## config.mk

```make
export PLATFORM = sky130hd
export DESIGN_NAME = tw_rtc_master
export DESIGN_NICKNAME = d
export VERILOG_FILES = /design/src/rtl/tw_pkg.sv /design/src/rtl/tw_phase_timer.sv /design/src/rtl/tw_shifter.sv /design/src/rtl/tw_seq.sv /design/src/rtl/tw_rtc_master.sv
export SDC_FILE = /design/constraint.sdc
export NUM_CORES = 1
export LEC_CHECK = 0
export ABC_CLOCK_PERIOD_IN_PS = 6000
export BUFFER_PORTS_ARGS = -buffer_cell sky130_fd_sc_hd__buf_4
export CAP_MARGIN = 30
export CORE_UTILIZATION = 27
export DETAILED_ROUTE_END_ITERATION = 10
export PLACE_DENSITY_LB_ADDON = 0.2
export SLEW_MARGIN = 20
export SYNTH_ARGS = -nofsm -noshare
export SYNTH_HDL_FRONTEND = slang
export SYNTH_SLANG_ARGS = --single-unit
export TNS_END_PERCENT = 1
```

## constraint.sdc

```tcl
create_clock -name clk -period 6 [get_ports clk]
set_input_delay 0.6 -clock clk [delete_from_list [all_inputs] [get_ports clk]]
set_output_delay 0.6 -clock clk [all_outputs]
set_load 0.1 [all_outputs]
```

## src/rtl/tw_pkg.sv

```systemverilog
package tw_pkg;

   localparam int BYTE_W = 8;
   localparam int BIT_W  = $clog2(BYTE_W);

   typedef enum logic [2:0] {
      ST_IDLE,
      ST_SETUP,
      ST_HIGH,
      ST_LOW,
      ST_LOAD,
      ST_END
   } tw_state_e;

   // Command byte as it goes on the link: direction replaces bit 0.
   function automatic logic [BYTE_W-1:0] link_cmd(input logic [BYTE_W-1:0] c,
                                                  input logic rd);
      return {c[BYTE_W-1:1], rd};
   endfunction

endpackage

```

## src/rtl/tw_phase_timer.sv

```systemverilog
module tw_phase_timer #(
   parameter int TMR_W = 4
) (
   input  logic             clk,
   input  logic             rst,
   input  logic             restart,
   input  logic [TMR_W-1:0] len,
   output logic             expire
);

   logic [TMR_W-1:0] cnt_q;

   always_ff @(posedge clk) begin
      if (rst)
         cnt_q <= '0;
      else if (restart)
         cnt_q <= len - TMR_W'(1);
      else if (cnt_q != '0)
         cnt_q <= cnt_q - TMR_W'(1);
   end

   assign expire = (cnt_q == '0);

   // a phase of zero length would collapse a timed interval
   p_len_nonzero_r3: assert property (@(posedge clk) disable iff (rst)
      restart |-> (len != '0));

endmodule

```

## src/rtl/tw_shifter.sv

```systemverilog
module tw_shifter #(
   parameter int WIDTH       = 8,
   parameter int SYNC_STAGES = 2
) (
   input  logic             clk,
   input  logic             rst,
   input  logic             load,
   input  logic [WIDTH-1:0] load_val,
   input  logic             shift_out,
   input  logic             shift_in,
   input  logic             din,
   output logic             dout,
   output logic [WIDTH-1:0] word
);

   logic din_s;
   logic [WIDTH-1:0] sh_q;

   generate
      if (SYNC_STAGES == 0) begin : g_direct
         assign din_s = din;
      end else begin : g_sync
         logic [SYNC_STAGES-1:0] sq;
         always_ff @(posedge clk) begin
            if (rst) begin
               sq <= '0;
            end else begin
               sq[0] <= din;
               for (int i = 1; i < SYNC_STAGES; i++)
                  sq[i] <= sq[i-1];
            end
         end
         assign din_s = sq[SYNC_STAGES-1];
      end
   endgenerate

   always_ff @(posedge clk) begin
      if (rst)
         sh_q <= '0;
      else if (load)
         sh_q <= load_val;
      else if (shift_out)
         sh_q <= {1'b0, sh_q[WIDTH-1:1]};
      else if (shift_in)
         sh_q <= {din_s, sh_q[WIDTH-1:1]};
   end

   assign dout = sh_q[0];
   assign word = sh_q;

   // the sequencer asks for at most one shifter operation per cycle
   p_one_op_r1: assert property (@(posedge clk) disable iff (rst)
      $onehot0({load, shift_out, shift_in}));

endmodule

```

## src/rtl/tw_seq.sv

```systemverilog
module tw_seq
   import tw_pkg::*;
#(
   parameter int PHASE_CYC = 4,
   parameter int SETUP_CYC = 16,
   parameter int CNT_W     = 5,
   parameter int TMR_W     = 5
) (
   input  logic              clk,
   input  logic              rst,
   input  logic              cmd_valid,
   output logic              cmd_ready,
   input  logic [BYTE_W-1:0] cmd_byte,
   input  logic              cmd_read,
   input  logic [CNT_W-1:0]  cmd_count,
   input  logic              wr_valid,
   output logic              wr_ready,
   input  logic [BYTE_W-1:0] wr_data,
   output logic              rd_valid,
   output logic [BYTE_W-1:0] rd_data,
   output logic              rd_last,
   output logic              busy,
   output logic              err,
   output logic              ce,
   output logic              sclk,
   output logic              oe,
   input  logic              dio,
   output logic              tmr_restart,
   output logic [TMR_W-1:0]  tmr_len,
   input  logic              tmr_expire,
   output logic              sh_load,
   output logic [BYTE_W-1:0] sh_load_val,
   output logic              sh_out,
   output logic              sh_in,
   input  logic [BYTE_W-1:0] sh_word
);

   tw_state_e         state_q, state_n;
   logic [BIT_W-1:0]  bit_q, bit_n;
   logic [CNT_W-1:0]  rem_q, rem_n;
   logic              rdm_q, rdm_n;   // transfer is a read
   logic              dat_q, dat_n;   // command byte already sent
   logic              oe_q, oe_n;
   logic              ce_q, sclk_q;
   logic              rdv_q, rdv_n;
   logic [BYTE_W-1:0] rdd_q;
   logic              rdl_q;
   logic              err_q, err_n;
   logic              last_byte;

   assign last_byte = (rem_q == CNT_W'(1));
   assign cmd_ready = (state_q == ST_IDLE);
   assign wr_ready  = (state_q == ST_LOAD);

   always_comb begin
      state_n     = state_q;
      bit_n       = bit_q;
      rem_n       = rem_q;
      rdm_n       = rdm_q;
      dat_n       = dat_q;
      oe_n        = oe_q;
      rdv_n       = 1'b0;
      err_n       = 1'b0;
      tmr_restart = 1'b0;
      tmr_len     = TMR_W'(PHASE_CYC);
      sh_load     = 1'b0;
      sh_load_val = '0;
      sh_out      = 1'b0;
      sh_in       = 1'b0;
      unique case (state_q)
         ST_IDLE: begin
            if (cmd_valid) begin
               if (cmd_count == '0) begin
                  err_n = 1'b1;
               end else begin
                  state_n     = ST_SETUP;
                  tmr_restart = 1'b1;
                  tmr_len     = TMR_W'(SETUP_CYC);
                  sh_load     = 1'b1;
                  sh_load_val = link_cmd(cmd_byte, cmd_read);
                  bit_n       = '0;
                  rem_n       = cmd_count;
                  rdm_n       = cmd_read;
                  dat_n       = 1'b0;
                  oe_n        = 1'b1;
               end
            end
         end
         ST_SETUP: begin
            if (tmr_expire) begin
               state_n     = ST_HIGH;
               tmr_restart = 1'b1;
            end
         end
         ST_HIGH: begin
            if (tmr_expire) begin
               tmr_restart = 1'b1;
               bit_n       = bit_q + BIT_W'(1);
               if (bit_q == BIT_W'(BYTE_W - 1)) begin
                  if (!dat_q) begin
                     dat_n   = 1'b1;
                     oe_n    = !rdm_q;
                     state_n = rdm_q ? ST_LOW : ST_LOAD;
                  end else begin
                     rem_n   = rem_q - CNT_W'(1);
                     rdv_n   = rdm_q;
                     if (last_byte)
                        state_n = ST_END;
                     else
                        state_n = rdm_q ? ST_LOW : ST_LOAD;
                  end
               end else begin
                  state_n = ST_LOW;
                  sh_out  = !(dat_q && rdm_q);
               end
            end
         end
         ST_LOW: begin
            if (tmr_expire) begin
               state_n     = ST_HIGH;
               tmr_restart = 1'b1;
               sh_in       = dat_q && rdm_q;
            end
         end
         ST_LOAD: begin
            if (wr_valid) begin
               state_n     = ST_LOW;
               tmr_restart = 1'b1;
               sh_load     = 1'b1;
               sh_load_val = wr_data;
            end
         end
         ST_END: begin
            if (tmr_expire)
               state_n = ST_IDLE;
         end
         default: state_n = ST_IDLE;
      endcase
   end

   always_ff @(posedge clk) begin
      if (rst) begin
         state_q <= ST_IDLE;
         bit_q   <= '0;
         rem_q   <= '0;
         rdm_q   <= 1'b0;
         dat_q   <= 1'b0;
         oe_q    <= 1'b0;
         ce_q    <= 1'b0;
         sclk_q  <= 1'b0;
         rdv_q   <= 1'b0;
         rdd_q   <= '0;
         rdl_q   <= 1'b0;
         err_q   <= 1'b0;
      end else begin
         state_q <= state_n;
         bit_q   <= bit_n;
         rem_q   <= rem_n;
         rdm_q   <= rdm_n;
         dat_q   <= dat_n;
         oe_q    <= (state_n == ST_IDLE) ? 1'b0 : oe_n;
         ce_q    <= (state_n != ST_IDLE);
         sclk_q  <= (state_n == ST_HIGH);
         rdv_q   <= rdv_n;
         err_q   <= err_n;
         if (rdv_n) begin
            rdd_q <= sh_word;
            rdl_q <= last_byte;
         end
      end
   end

   assign ce       = ce_q;
   assign sclk     = sclk_q;
   assign oe       = oe_q;
   assign busy     = ce_q;
   assign rd_valid = rdv_q;
   assign rd_data  = rdd_q;
   assign rd_last  = rdl_q;
   assign err      = err_q;

   // the serial clock is low when the enable window opens
   p_ce_rise_clk_low_r2: assert property (@(posedge clk) disable iff (rst)
      $rose(ce_q) |-> !sclk_q);

   // no clock pulse begins in the same cycle the window opens
   p_clk_after_ce_r3: assert property (@(posedge clk) disable iff (rst)
      $rose(sclk_q) |-> $past(ce_q));

   // the window closes only after a low phase
   p_ce_fall_after_low_r7: assert property (@(posedge clk) disable iff (rst)
      $fell(ce_q) |-> $past(!sclk_q));

   // a driven data line is quiet while the clock is high
   p_dio_quiet_high_r8: assert property (@(posedge clk) disable iff (rst)
      (oe_q && !$stable(dio)) |-> !sclk_q);

   // read bytes surface only inside a window with the line released
   p_rd_inside_r5: assert property (@(posedge clk) disable iff (rst)
      rdv_q |-> (ce_q && !oe_q));

   // a refused command never opens a window
   p_err_no_window_r9: assert property (@(posedge clk) disable iff (rst)
      err_q |-> !ce_q);

   // commands are taken only while nothing is in flight
   p_ready_idle_r10: assert property (@(posedge clk) disable iff (rst)
      cmd_ready |-> !busy);

   // the cycle after reset shows a closed, quiet link
   p_reset_quiet_r11: assert property (@(posedge clk)
      $past(rst) |-> (!ce_q && !sclk_q && !oe_q && !rdv_q));

endmodule

```

## src/rtl/tw_rtc_master.sv

```systemverilog
module tw_rtc_master
   import tw_pkg::*;
#(
   parameter  int PHASE_CYC    = 4,
   parameter  int SETUP_PHASES = 4,
   parameter  int SYNC_STAGES  = 2,
   parameter  int MAX_BYTES    = 31,
   localparam int CNT_W        = $clog2(MAX_BYTES + 1)
) (
   input  logic              clk,
   input  logic              rst,
   input  logic              cmd_valid,
   output logic              cmd_ready,
   input  logic [7:0]        cmd_byte,
   input  logic              cmd_read,
   input  logic [CNT_W-1:0]  cmd_count,
   input  logic              wr_valid,
   output logic              wr_ready,
   input  logic [7:0]        wr_data,
   output logic              rd_valid,
   output logic [7:0]        rd_data,
   output logic              rd_last,
   output logic              busy,
   output logic              err,
   output logic              rtc_ce,
   output logic              rtc_sclk,
   output logic              rtc_dio_o,
   output logic              rtc_dio_oe,
   input  logic              rtc_dio_i
);

   localparam int SETUP_CYC = PHASE_CYC * SETUP_PHASES;
   localparam int TMR_W     = $clog2(SETUP_CYC + 1);

   generate
      if (PHASE_CYC <= SYNC_STAGES) begin : g_bad_phase
         $error("PHASE_CYC must exceed SYNC_STAGES");
      end
      if (SETUP_PHASES < 1) begin : g_bad_setup
         $error("SETUP_PHASES must be at least 1");
      end
      if (MAX_BYTES < 1) begin : g_bad_max
         $error("MAX_BYTES must be at least 1");
      end
   endgenerate

   logic              tmr_restart, tmr_expire;
   logic [TMR_W-1:0]  tmr_len;
   logic              sh_load, sh_out, sh_in;
   logic [BYTE_W-1:0] sh_load_val, sh_word;

   tw_phase_timer #(.TMR_W(TMR_W)) u_timer (
      .clk     (clk),
      .rst     (rst),
      .restart (tmr_restart),
      .len     (tmr_len),
      .expire  (tmr_expire)
   );

   tw_shifter #(.WIDTH(BYTE_W), .SYNC_STAGES(SYNC_STAGES)) u_shift (
      .clk       (clk),
      .rst       (rst),
      .load      (sh_load),
      .load_val  (sh_load_val),
      .shift_out (sh_out),
      .shift_in  (sh_in),
      .din       (rtc_dio_i),
      .dout      (rtc_dio_o),
      .word      (sh_word)
   );

   tw_seq #(
      .PHASE_CYC (PHASE_CYC),
      .SETUP_CYC (SETUP_CYC),
      .CNT_W     (CNT_W),
      .TMR_W     (TMR_W)
   ) u_seq (
      .clk         (clk),
      .rst         (rst),
      .cmd_valid   (cmd_valid),
      .cmd_ready   (cmd_ready),
      .cmd_byte    (cmd_byte),
      .cmd_read    (cmd_read),
      .cmd_count   (cmd_count),
      .wr_valid    (wr_valid),
      .wr_ready    (wr_ready),
      .wr_data     (wr_data),
      .rd_valid    (rd_valid),
      .rd_data     (rd_data),
      .rd_last     (rd_last),
      .busy        (busy),
      .err         (err),
      .ce          (rtc_ce),
      .sclk        (rtc_sclk),
      .oe          (rtc_dio_oe),
      .dio         (rtc_dio_o),
      .tmr_restart (tmr_restart),
      .tmr_len     (tmr_len),
      .tmr_expire  (tmr_expire),
      .sh_load     (sh_load),
      .sh_load_val (sh_load_val),
      .sh_out      (sh_out),
      .sh_in       (sh_in),
      .sh_word     (sh_word)
   );

endmodule

```

==> key figures <==
Status
  – Status: finished clean

Yosys
  – #FFs+latches synth: 42
  – Post-Syn Instances: 262
  – Main area contributors after synthesis: dfxtp_1 (37%), nor2_1 (5.8%), nand2_1 (5.0%)
  – Post-synth top area share: roughly 37%
  – FFs w/ async S/R, synth: 0%
  – Mean post-synth cell area: between 8 and 9 sq um
  – Syn Nets: 294
  – Most common cell in the netlist: dfxtp_1
  – Main synth FF type: dfxtp_1
  – Top cells by count, synth: dfxtp_1 (42), nor2_1 (35), nand2_1 (30), a22oi_1 (12), o21ai_0 (12)
  – Post-synth EDFFs: 0
  – Cell Area, Synth: approximately 2300 sq um
  – Sequential share of the synthesized area: 37.13%
  – Biggest area consumer among synthesized cells: dfxtp_1
  – Post-synthesis cell type count: 59
  – Yosys warning total: 0

Critical path
  – Worst EP arrival: roughly 3100 ps
  – R2R cell count: 10
  – CP Max Fanout: 16
  – WP data required: 6230 ps
  – CP startpoint kind: input port
  – Critical path capture point: u_timer.cnt_q[4]
  – R2r setup slk: approximately 3200 ps
  – Critical path capture point type: flop
  – Reg2reg end: u_timer.cnt_q[4]
  – Worst reg2reg path startpoint: u_seq.state_q[2]
  – Critical path origin: cmd_count[0]
  – CP Class: input port to flop

STA
  – Worst rel slew slack: between 40% and 50%
  – RSZ-0062 raised after global routing: false
  – Setup TNS: 0 ps
  – Worst clock skew: between 10 and 15 ps
  – Fin Hold WS: 448.0 ps
  – Final Hold Violating Endpoints: 0
  – Minimum clock period: about 2900 ps
  – Slew @ Worst Pin: 782.5 ps
  – Part of the cycle the worst path needs: 47.91%
  – Setup ws final: 3125 ps
  – Max-slew violations: 0
  – Endpoints failing setup: 0
  – Fmax: between 300 and 400 MHz

GRT
  – Grt met2 use: 21.81%
  – Gr ovfl total: 0
  – GRT Total Usage: 13.65%
  – Initial antenna violation count: 0
  – GR Util met3: 3.089%
  – Wire length of the first global-routing pass: between 9 and 10 mm
  – Grt peak-use layer: met2
  – Largest net degree at the start of global routing: 37
  – Met1 Usage GRT: 18.24%
  – Vias in the first global route: 1911

CTS
  – Cts repair resizes: 0
  – Clk sink count: 42
  – CTS tree: yes
  – H-tree levels: 2
  – CTS max path bufs: 2
  – Clock Latency Late Sink: 300 ps
  – CTS buffer count: 5
  – Postcts setup bufs: 0
  – Clk slew on worst S/H paths: 90 ps
  – Hold buffer count at cts: 0
  – Clk root buf: clkbuf_8

Floorplanning
  – Die Ht: just over 90 um
  – Initial Util: 27.70%
  – Num rows: 33
  – Die Span X: 93.59 um
  – Die area: 8758 sq um
  – Core Footprint: 8175 sq um
  – Io pins: 45

Place
  – Placed inst area: 2626 sq um
  – Buffers on Ports: 43
  – Gp weighted congestion: 0.7767
  – Placed cell count: roughly 400
  – Post-Place Worst Slack: about 2800 ps
  – DP HPWL: 3.996 mm

Power
  – Switching portion of total power: 48.20%
  – Clock share of power: 15.8%
  – Power Internal: 634.4 uW
  – Pwr Density: 450.5 nW/um^2
  – NetSw: 590.4 uW
  – Peak VDD IR: 108.5 uV
  – Leak: 1.030 nW
  – Sequential share of power: roughly a third
  – Combinational share of power: 49.4%

Run
  – Max cap viols: 0

Hold path
  – Worst min path class: flop to flop

Drt
  – Pre-antenna DRT Iters: 4
  – Vias per std cell: 5.072
  – Initial DRC Count: 120
  – WL/cell: 14.09 um
  – Drt drc: 0
  – Post-route ant nets: 0
  – Vias: 2044
  – Final wirelength: 5.678 mm

Final layout
  – Share of cells above drive strength 1: between 20% and 30%
  – Synth-to-layout area growth: 20.06%
  – Final Instance Area: 2719 sq um
  – Final std cells w/o fill: 403
  – Antenna fix cells: 0
  – Nets: roughly 330
[cells in the final DEF, fill, tap and decap left out, drive strengths merged, types with 5 or more instances in the layout]
master  count
a311oi      8
nor2b       6
dfxtp      42
nor3        8
a21oi       7
clkbuf      5
mux2i      10
o21ai      12
nand2      30
a22oi      12
buf        44
nor2       35
ha          5
nand3       6
inv        10
[per-layer routing]
metal	part of all wire (%)	wire, um
met5	0	0
met4	1.5	84
met3	3.7	208
met2	47	2644
met1	48	2741
[layout make-up]
type	instances	area (sq um)
Tap cell	105	131.4
Fill cell	895	5456
Multi-Input combinational cell	195	1290
Timing Repair Buffer	44	330.3
Inverter	9	33.78
Clock buffer	5	68.82
Clock inverter	3	23.77
Sequential cell	42	840.8
[worst max-delay path: stages]
cell      delay, ps
buf_4           120
nor4_1          460
a211oi_2        130
buf_4           220
nor2_1          620
nand2_1         130
ha_1            280
nand2_1         120
nand3_1          80
a31o_2          210
a31oi_1         120
[power by group through the flow]
stage | Sequential (mW) | Clock [mW] | Combinational, mW
after floorplan | 0.479 | 0 | 0.435
after global placement | 0.431 | 0 | 0.603
after detailed placement | 0.431 | 0 | 0.606
after CTS | 0.425 | 0.202 | 0.610
after global routing | 0.438 | 0.213 | 0.666
final | 0.426 | 0.193 | 0.605
[stage by stage]
step | total power, mW | util (%)
after floorplan | 0.9138 | -
after global placement | 1.034 | 32.12
after detailed placement | 1.038 | 32.12
after CTS | 1.237 | 33.26
after global routing | 1.317 | 33.26
final | 1.225 | 33.26
[sequential cells by signal, summed over array words and instances (netlist names)]
register           flops
u_shift.g_sync.sq      2
u_seq.rd_valid         1
u_seq.dat_q            1
u_seq.state_q          3
u_seq.rem_q            5
u_seq.busy             1
u_seq.rd_last          1
u_seq.rd_data          8
u_seq.oe               1
u_seq.err              1
u_timer.cnt_q          5
u_shift.word           8
u_seq.bit_q            3
u_seq.rdm_q            1
u_seq.sclk             1
[worst min-delay path by stage]
stage | to | startpoint | depth (start not counted) | slack (ps)
finish | u_shift.g_sync.sq[1] | u_shift.g_sync.sq[0] | 1 | 450
global route | u_shift.g_sync.sq[1] | u_shift.g_sync.sq[0] | 1 | 470
CTS | u_shift.g_sync.sq[1] | u_shift.g_sync.sq[0] | 1 | 450
detailed placement | u_shift.g_sync.sq[1] | u_shift.g_sync.sq[0] | 1 | 430
global placement | u_shift.g_sync.sq[1] | u_shift.g_sync.sq[0] | 1 | 420
floorplan | u_shift.g_sync.sq[1] | u_shift.g_sync.sq[0] | 1 | 410
[cell families (layout without fill, tap and decap cells)]
logic type      Yosys count  count (layout)  share of synthesized area (%)
mux                      10              10                          4.420
simple gates            113             113                          26.74
xor+xnor                  1               1                         0.3868
fa+ha+maj                 5               5                          2.762
compound gates           66              66                          22.65
flops                    42              42                          37.13
buf+inv                  25              61                          5.912
Note: power is estimated with default switching activity, not from simulation.
